[src/rtl/gdt_pkg.sv]
package gdt_pkg;

  typedef enum logic [2:0] {
    ST_OFF     = 3'd0,
    ST_LS_WAIT = 3'd1,
    ST_HS_ON   = 3'd2,
    ST_HS_WAIT = 3'd3,
    ST_LS_ON   = 3'd4
  } phase_t;

endpackage

[src/rtl/gdt_cmd_decode.sv]
module gdt_cmd_decode (
  input  logic pwm_i,
  input  logic pwm_mid_i,
  input  logic disable_n_i,
  input  logic skip_n_i,
  output logic force_off_o,
  output logic want_hs_o,
  output logic want_ls_o
);

  always_comb begin
    force_off_o = !disable_n_i || pwm_mid_i;
    want_hs_o   = !force_off_o && pwm_i;
    want_ls_o   = !force_off_o && !pwm_i && skip_n_i;
  end

endmodule

[src/rtl/gdt_dwell_timer.sv]
module gdt_dwell_timer #(
  parameter int LIMIT = 4
) (
  input  logic clk,
  input  logic rst_n,
  input  logic clr_i,
  input  logic run_i,
  output logic done_o,
  output logic busy_o
);

  localparam int CW = (LIMIT < 2) ? 1 : $clog2(LIMIT + 1);

  logic [CW-1:0] cnt_q;
  logic [CW-1:0] cnt_d;
  logic          cnt_en;

  always_comb begin
    done_o = run_i && !clr_i && (cnt_q == CW'(LIMIT - 1));
    busy_o = (cnt_q != '0);
    cnt_en = 1'b1;
    if (clr_i || !run_i) begin
      cnt_d = '0;
    end else if (done_o) begin
      cnt_d  = cnt_q;
      cnt_en = 1'b0;
    end else begin
      cnt_d = cnt_q + CW'(1);
    end
  end

  always_ff @(posedge clk or negedge rst_n) begin
    if (!rst_n) begin
      cnt_q <= '0;
    end else if (cnt_en) begin
      cnt_q <= cnt_d;
    end
  end

endmodule

[src/rtl/gdt_phase_fsm.sv]
module gdt_phase_fsm
  import gdt_pkg::*;
(
  input  logic   clk,
  input  logic   rst_n,
  input  logic   force_off_i,
  input  logic   want_hs_i,
  input  logic   want_ls_i,
  input  logic   lh_done_i,
  input  logic   hl_done_i,
  input  logic   fb_done_i,
  output phase_t state_o
);

  phase_t state_q;
  phase_t state_d;

  always_comb begin
    state_d = state_q;
    if (force_off_i) begin
      state_d = ST_OFF;
    end else begin
      unique case (state_q)
        ST_OFF: begin
          if (want_hs_i)      state_d = ST_LS_WAIT;
          else if (want_ls_i) state_d = ST_HS_WAIT;
        end
        ST_LS_WAIT: begin
          if (want_hs_i)      state_d = lh_done_i ? ST_HS_ON : ST_LS_WAIT;
          else if (want_ls_i) state_d = ST_HS_WAIT;
          else                state_d = ST_OFF;
        end
        ST_HS_ON: begin
          if (want_ls_i)       state_d = ST_HS_WAIT;
          else if (!want_hs_i) state_d = ST_OFF;
        end
        ST_HS_WAIT: begin
          if (want_ls_i)      state_d = (hl_done_i || fb_done_i) ? ST_LS_ON : ST_HS_WAIT;
          else if (want_hs_i) state_d = ST_LS_WAIT;
          else                state_d = ST_OFF;
        end
        ST_LS_ON: begin
          if (want_hs_i)       state_d = ST_LS_WAIT;
          else if (!want_ls_i) state_d = ST_OFF;
        end
        default: state_d = ST_OFF;
      endcase
    end
  end

  always_ff @(posedge clk or negedge rst_n) begin
    if (!rst_n) begin
      state_q <= ST_OFF;
    end else begin
      state_q <= state_d;
    end
  end

  assign state_o = state_q;

  // reversal in a wait state moves to the opposite wait state
  assert_abort_ls_wait_R9: assert property (@(posedge clk) disable iff (!rst_n)
    (state_q == ST_LS_WAIT && want_ls_i && !force_off_i) |=> (state_q == ST_HS_WAIT));
  assert_abort_hs_wait_R9: assert property (@(posedge clk) disable iff (!rst_n)
    (state_q == ST_HS_WAIT && want_hs_i && !force_off_i) |=> (state_q == ST_LS_WAIT));

endmodule

[src/rtl/gate_deadtime_ctrl.sv]
module gate_deadtime_ctrl
  import gdt_pkg::*;
#(
  parameter int ADAPT_LH = 3,
  parameter int ADAPT_HL = 4,
  parameter int FALLBACK = 50
) (
  input  logic       clk,
  input  logic       rst_n,
  input  logic       pwm_i,
  input  logic       pwm_mid_i,
  input  logic       disable_n_i,
  input  logic       skip_n_i,
  input  logic       ls_gate_low_i,
  input  logic       sw_node_low_i,
  input  logic       hs_vgs_low_i,
  output logic       hs_en_o,
  output logic       ls_en_o,
  output logic [2:0] state_o
);

  logic   rst_meta_q;
  logic   rst_sync_n;
  logic   force_off;
  logic   want_hs;
  logic   want_ls;
  logic   lh_done;
  logic   hl_done;
  logic   fb_done;
  logic   lh_busy;
  logic   hl_busy;
  logic   fb_busy;
  logic   fb_run;
  phase_t state;

  // Reset: asynchronous assertion, synchronous release
  always_ff @(posedge clk or negedge rst_n) begin
    if (!rst_n) begin
      rst_meta_q <= 1'b0;
      rst_sync_n <= 1'b0;
    end else begin
      rst_meta_q <= 1'b1;
      rst_sync_n <= rst_meta_q;
    end
  end

  gdt_cmd_decode u_decode (
    .pwm_i       (pwm_i),
    .pwm_mid_i   (pwm_mid_i),
    .disable_n_i (disable_n_i),
    .skip_n_i    (skip_n_i),
    .force_off_o (force_off),
    .want_hs_o   (want_hs),
    .want_ls_o   (want_ls)
  );

  // Low-side discharge qualifier before high-side turn-on
  gdt_dwell_timer #(.LIMIT(ADAPT_LH)) u_lh_timer (
    .clk    (clk),
    .rst_n  (rst_sync_n),
    .clr_i  (state != ST_LS_WAIT),
    .run_i  (ls_gate_low_i),
    .done_o (lh_done),
    .busy_o (lh_busy)
  );

  // Switch-node qualifier before low-side turn-on
  gdt_dwell_timer #(.LIMIT(ADAPT_HL)) u_hl_timer (
    .clk    (clk),
    .rst_n  (rst_sync_n),
    .clr_i  (state != ST_HS_WAIT),
    .run_i  (sw_node_low_i),
    .done_o (hl_done),
    .busy_o (hl_busy)
  );

  // Fallback: armed by high-side discharge, keeps running once started
  assign fb_run = hs_vgs_low_i || fb_busy;

  gdt_dwell_timer #(.LIMIT(FALLBACK)) u_fb_timer (
    .clk    (clk),
    .rst_n  (rst_sync_n),
    .clr_i  (state != ST_HS_WAIT),
    .run_i  (fb_run),
    .done_o (fb_done),
    .busy_o (fb_busy)
  );

  gdt_phase_fsm u_fsm (
    .clk         (clk),
    .rst_n       (rst_sync_n),
    .force_off_i (force_off),
    .want_hs_i   (want_hs),
    .want_ls_i   (want_ls),
    .lh_done_i   (lh_done),
    .hl_done_i   (hl_done),
    .fb_done_i   (fb_done),
    .state_o     (state)
  );

  assign hs_en_o = (state == ST_HS_ON);
  assign ls_en_o = (state == ST_LS_ON);
  assign state_o = state;

  // Timer busy flags for the adaptive windows feed only observation
  assert_lh_idle_outside_R3: assert property (@(posedge clk) disable iff (!rst_sync_n)
    (state != ST_LS_WAIT) |=> !lh_busy);
  assert_hl_idle_outside_R4: assert property (@(posedge clk) disable iff (!rst_sync_n)
    (state != ST_HS_WAIT) |=> !hl_busy);

  assert_no_overlap_R1: assert property (@(posedge clk) disable iff (!rst_sync_n)
    !(hs_en_o && ls_en_o));

  assert_hs_after_discharge_R3: assert property (@(posedge clk) disable iff (!rst_sync_n)
    $rose(hs_en_o) |-> ($past(ls_gate_low_i) && $past(state_o) == 3'd1));

  assert_ls_after_wait_R4: assert property (@(posedge clk) disable iff (!rst_sync_n)
    $rose(ls_en_o) |-> ($past(state_o) == 3'd3));

  assert_fallback_fires_R5: assert property (@(posedge clk) disable iff (!rst_sync_n)
    (state == ST_HS_WAIT && want_ls && fb_done) |=> ls_en_o);

  assert_disable_off_R6: assert property (@(posedge clk) disable iff (!rst_sync_n)
    !disable_n_i |=> (!hs_en_o && !ls_en_o && state_o == 3'd0));

  assert_mid_off_R7: assert property (@(posedge clk) disable iff (!rst_sync_n)
    pwm_mid_i |=> (!hs_en_o && !ls_en_o && state_o == 3'd0));

  assert_skip_ls_off_R8: assert property (@(posedge clk) disable iff (!rst_sync_n)
    !skip_n_i |=> !ls_en_o);

endmodule

[config.mk]
export PLATFORM = sky130hd
export DESIGN_NAME = gate_deadtime_ctrl
export DESIGN_NICKNAME = d
export VERILOG_FILES = /design/src/rtl/gdt_pkg.sv /design/src/rtl/gdt_cmd_decode.sv /design/src/rtl/gdt_dwell_timer.sv /design/src/rtl/gdt_phase_fsm.sv /design/src/rtl/gate_deadtime_ctrl.sv
export SDC_FILE = /design/constraint.sdc
export NUM_CORES = 1
export LEC_CHECK = 0
export ABC_CLOCK_PERIOD_IN_PS = 1600
export BUFFER_PORTS_ARGS = -buffer_cell sky130_fd_sc_hd__clkbuf_2
export CORE_MARGIN = 5
export CORE_UTILIZATION = 35
export CTS_CLUSTER_SIZE = 8
export DETAILED_ROUTE_END_ITERATION = 10
export PLACE_DENSITY = 0.63
export SYNTH_ARGS = -nofsm -noshare
export SYNTH_HDL_FRONTEND = slang
export SYNTH_SLANG_ARGS = --single-unit
[constraint.sdc]
create_clock -name clk -period 1.6 [get_ports clk]
set_clock_uncertainty 0.2 [all_clocks]
set_input_delay 0.24 -clock clk [delete_from_list [all_inputs] [get_ports clk]]
set_output_delay 0.24 -clock clk [all_outputs]
set_load 0.05 [all_outputs]
==> flow_summary.rst <==
.. list-table::
   :header-rows: 1

   * - Metric
     - Value
   * - Count of pins over their slew limit
     - 0
   * - Cell area after synthesis
     - 942 um^2
   * - Yosys synthesis warning count
     - 0
   * - Dominant combinational cell family by area after synthesis
     - simple AND/OR/NAND/NOR gates
   * - Total vias in the final route
     - 843
   * - Static leakage
     - 0.606 nW
   * - Xor-xnor portion of the synthesized cell area
     - 7.44%
   * - DRT Pass-1 Iters
     - 4
   * - Total Wirelength
     - 2.12 mm
   * - Count of mapped cells out of synthesis
     - 102
   * - Violations in the final reports
     - setup timing
   * - Design Power
     - 872 uW
   * - List of cells traversed by the critical path
     - buf_4, nor3_4, buf_8
   * - Die W
     - 61.9 um
   * - Dpl cell area
     - 0.00115 mm^2
   * - Synthesized area per cell
     - 9.24 um^2
   * - Aggregate negative setup slack
     - -0.144 ns
   * - # DRC
     - 0
   * - Reg2reg start
     - u_fsm.state_o[0]
   * - Share of synthesized cell area in full adder, half adder and majority cells
     - 7.97%
   * - Reg2reg path depth
     - 5
   * - Relative slew slack
     - 61.4%
   * - Detailed Place HPWL
     - 1.58 mm
   * - Antenna diode count
     - 0
   * - Area of the multi-input gates
     - 574 um^2
   * - Final worst slack
     - -0.0745 ns
   * - Hold crit path type
     - input port to flip-flop
   * - First-pass GRT wire length
     - 3.77 mm
   * - Share of synthesized cell area in and, or, nand and nor gates
     - 25.9%
   * - Number of synthesized register bits
     - 16
   * - Gr ovfl total
     - 0
   * - I/O pin cnt
     - 14
   * - H-tree level count
     - 1
   * - Worst hold path startpoint
     - ls_gate_low_i
   * - Arrival time at the worst endpoint
     - 1.23 ns
   * - Count of clock tree sinks
     - 16
   * - Most frequent cells in the layout
     - sky130_fd_sc_hd__buf_4 (17), sky130_fd_sc_hd__nor2_1 (16), sky130_fd_sc_hd__dfrtp_1 (13)
   * - Via count of the first global-routing pass
     - 895
   * - Fraction of the yosys area taken by sequential cells
     - 42.5%
   * - Net count after synthesis
     - 117
   * - Die Y
     - 61.9 um
   * - Total of endpoints with negative setup slack in the final report
     - 4
   * - Max capacitance violation total
     - 0
   * - Library cell used as clock root buffer
     - sky130_fd_sc_hd__clkbuf_4
   * - Number of nets with antenna violations after detailed routing
     - 0
   * - Number of antenna violations at the first check in global routing
     - 0
   * - Worst r2r dst
     - u_fsm.state_o[1]
   * - Initial DRC Count
     - 23
   * - Clock period minus final worst setup slack
     - 1.67 ns
   * - Worst stage delay on the critical path
     - 0.45 ns
   * - Worst Setup Path Type
     - flip-flop to primary output
   * - Portion of netlist area occupied by mux cells
     - 1.06%
   * - Status
     - finished with violations
   * - Synth-to-layout area growth
     - 41.4%
   * - Clk buf depth
     - 2
   * - Die area
     - 0.00383 mm^2
   * - Number of buffers created by CTS
     - 3
   * - Final non-filler cell area
     - 0.00133 mm^2
   * - Crit start category
     - flip-flop
   * - Global-route total usage across every layer
     - 13.0%
   * - Layout fillers
     - 244
   * - Setup slack, reg-to-reg
     - -0.03 ns
   * - Unrepaired setup endpoints after global routing
     - true
   * - Worst Max-Slew Pin Slew
     - 0.580 ns
   * - Data required time at the worst endpoint
     - 1.16 ns
   * - Fraction of layout instances using a drive strength above 1
     - 40.6%
   * - Detail-routed via count per cell
     - 5.02
   * - Routed wire per std cell
     - 12.6 um
   * - Area fraction in compound gates after synthesis
     - 11.6%
   * - Critical path endpoint category
     - primary output
   * - Leading cell type in the layout, fill and taps excluded
     - sky130_fd_sc_hd__buf_4
   * - Clock-pin transition on the worst setup and hold timing paths
     - 0.10 ns
   * - Clock insertion delay at the later pin of the skew report
     - 0.29 ns
   * - Worst setup path startpoint
     - u_fsm.state_o[0]
   * - Crit Path Max Fanout
     - 3
   * - Standard-cell row count
     - 18
   * - Sequential cell area in the final layout
     - 404 um^2
   * - Hold violation total from the final report
     - 0
   * - GPL Wtd Cong
     - 0.821
   * - Port bufs
     - 13
   * - Fraction of the cycle the final worst path needs
     - 105%
   * - Area of the core
     - 0.00252 mm^2
   * - Cell Pwr Density
     - 654 mW/mm^2
   * - Initial Util
     - 37.4%
   * - Largest voltage drop on the vdd net
     - 0.000551 V
   * - Worst setup path endpoint
     - hs_en_o
   * - Fmax
     - 0.597 GHz
   * - Slowest library cell on the worst path
     - sky130_fd_sc_hd__dfrtp_2
   * - Maximum number of pins on one net before global-route repair
     - 15
   * - Post-layout nets
     - 154
   * - TritonCTS clock tree
     - built
   * - Library cells used by synthesis
     - 32
## per-layer routing
layer	wire [um]	part of all wire, %	GRT usage, %	vias to the layer above
met5	0	0	0	-
met2	1030	48	23.5	20
met1	950	45	15.9	400
li1	-	-	-	421
met3	124	5.8	1.45	2
met4	20	0.94	4.55	0
## synth_stat cells
cell / instances / share of area [%]
sky130_fd_sc_hd__xnor2_1: 3 / 2.8
sky130_fd_sc_hd__o21ai_0: 1 / 0.53
sky130_fd_sc_hd__and4bb_2: 1 / 1.3
sky130_fd_sc_hd__nor2b_1: 2 / 1.3
sky130_fd_sc_hd__xor2_1: 5 / 4.6
sky130_fd_sc_hd__conb_1: 1 / 0.40
sky130_fd_sc_hd__mux2i_1: 1 / 1.1
sky130_fd_sc_hd__nand3_1: 5 / 2.7
sky130_fd_sc_hd__o2111ai_1: 1 / 0.93
sky130_fd_sc_hd__inv_1: 6 / 2.4
sky130_fd_sc_hd__o21ba_2: 1 / 1.1
sky130_fd_sc_hd__buf_4: 1 / 0.80
sky130_fd_sc_hd__and3_1: 3 / 2.0
sky130_fd_sc_hd__o21a_1: 1 / 0.80
sky130_fd_sc_hd__a22oi_1: 1 / 0.80
sky130_fd_sc_hd__dfrtp_1: 16 / 42
sky130_fd_sc_hd__a31oi_1: 2 / 1.3
sky130_fd_sc_hd__nand2_1: 8 / 3.2
sky130_fd_sc_hd__o211ai_1: 1 / 0.80
sky130_fd_sc_hd__nor2_1: 16 / 6.4
sky130_fd_sc_hd__ha_1: 6 / 8.0
sky130_fd_sc_hd__a2111oi_0: 1 / 0.93
sky130_fd_sc_hd__nor4b_1: 1 / 0.93
sky130_fd_sc_hd__a2111o_1: 1 / 1.2
sky130_fd_sc_hd__or3b_1: 1 / 0.93
sky130_fd_sc_hd__nor2b_4: 1 / 1.5
sky130_fd_sc_hd__nand4_1: 1 / 0.66
sky130_fd_sc_hd__nor3_1: 2 / 1.1
sky130_fd_sc_hd__nand2b_1: 5 / 3.3
sky130_fd_sc_hd__o21ai_1: 1 / 0.53
sky130_fd_sc_hd__and2_0: 1 / 0.66
sky130_fd_sc_hd__a21oi_1: 5 / 2.7
## worst max-delay path: cells and delay by family, from the launching register on
family	cells	cell delay, ns
buffers and inverters	2	0.33
flip-flops	1	0.45
AND/OR/NAND/NOR	1	0.15
## where the power goes
part           internal, mW  total, mW  switching [mW]
combinational        0.0764      0.167          0.0906
sequential            0.415      0.429          0.0147
clock                 0.139      0.276           0.137
total                 0.630      0.872           0.242
## per-stage QoR
stage / std cells / setup slack [ns] / util [%] / hold WS [ns]
3_3_place_gp: 156 / -0.0106 / 45.4 / -0.175
3_5_place_dp: 156 / -0.0534 / 45.4 / -0.172
4_1_cts: 168 / -0.0736 / 51.1 / 0.0199
5_1_grt: 168 / -0.134 / 52.8 / 0.0317
2_1_floorplan: 102 / -0.0798 / - / -0.256
6_report: 168 / -0.0745 / 52.8 / 0.0176
## logic make-up (layout without fill, tap and decap cells)
group / Yosys count / count (layout)
and+or+nand+nor: 47 / 47
AOI/OAI and AO/OA: 16 / 16
DFF: 16 / 16
xor gates and xnor gates: 8 / 8
buffers and inverters: 7 / 43
adders and majority gates: 6 / 6
other: 1 / 1
muxes: 1 / 1
## final cells by class
cell class              count  share of cell area [%]
clock buffers               4                    2.72
inverters                   6                    1.88
multi-input cells          79                    43.1
flip-flops and latches     16                    30.3
well taps                  30                    2.82
repair buffers             33                    19.2
## registers in the layout, summed over array words and instances, names as in the netlist
register	flops
u_lh_timer.cnt_q	2
u_fb_timer.cnt_q	6
u_fsm.state_o	3
rst_sync_n	1
u_hl_timer.cnt_q	3
rst_meta_q	1
## what timing repair did
item,4_1_cts,5_1_grt
resized for setup,10,13
gates cloned,0,0
setup buffers,7,0
hold buffers,1,0
pin swaps,7,3
setup endpoints to repair,5,14
hold endpoints to repair,2,0
## worst min-delay path by stage
stage	end	slack [ns]	cells past startpoint
after floorplan	rst_meta_q	-0.26	0
after global placement	rst_meta_q	-0.17	1
after detailed placement	rst_meta_q	-0.17	1
after CTS	u_lh_timer.cnt_q[0]	0.02	3
after global routing	u_lh_timer.cnt_q[0]	0.03	3
final	u_lh_timer.cnt_q[1]	0.02	3
No activity file was read; power rests on OpenSTA's default activity.
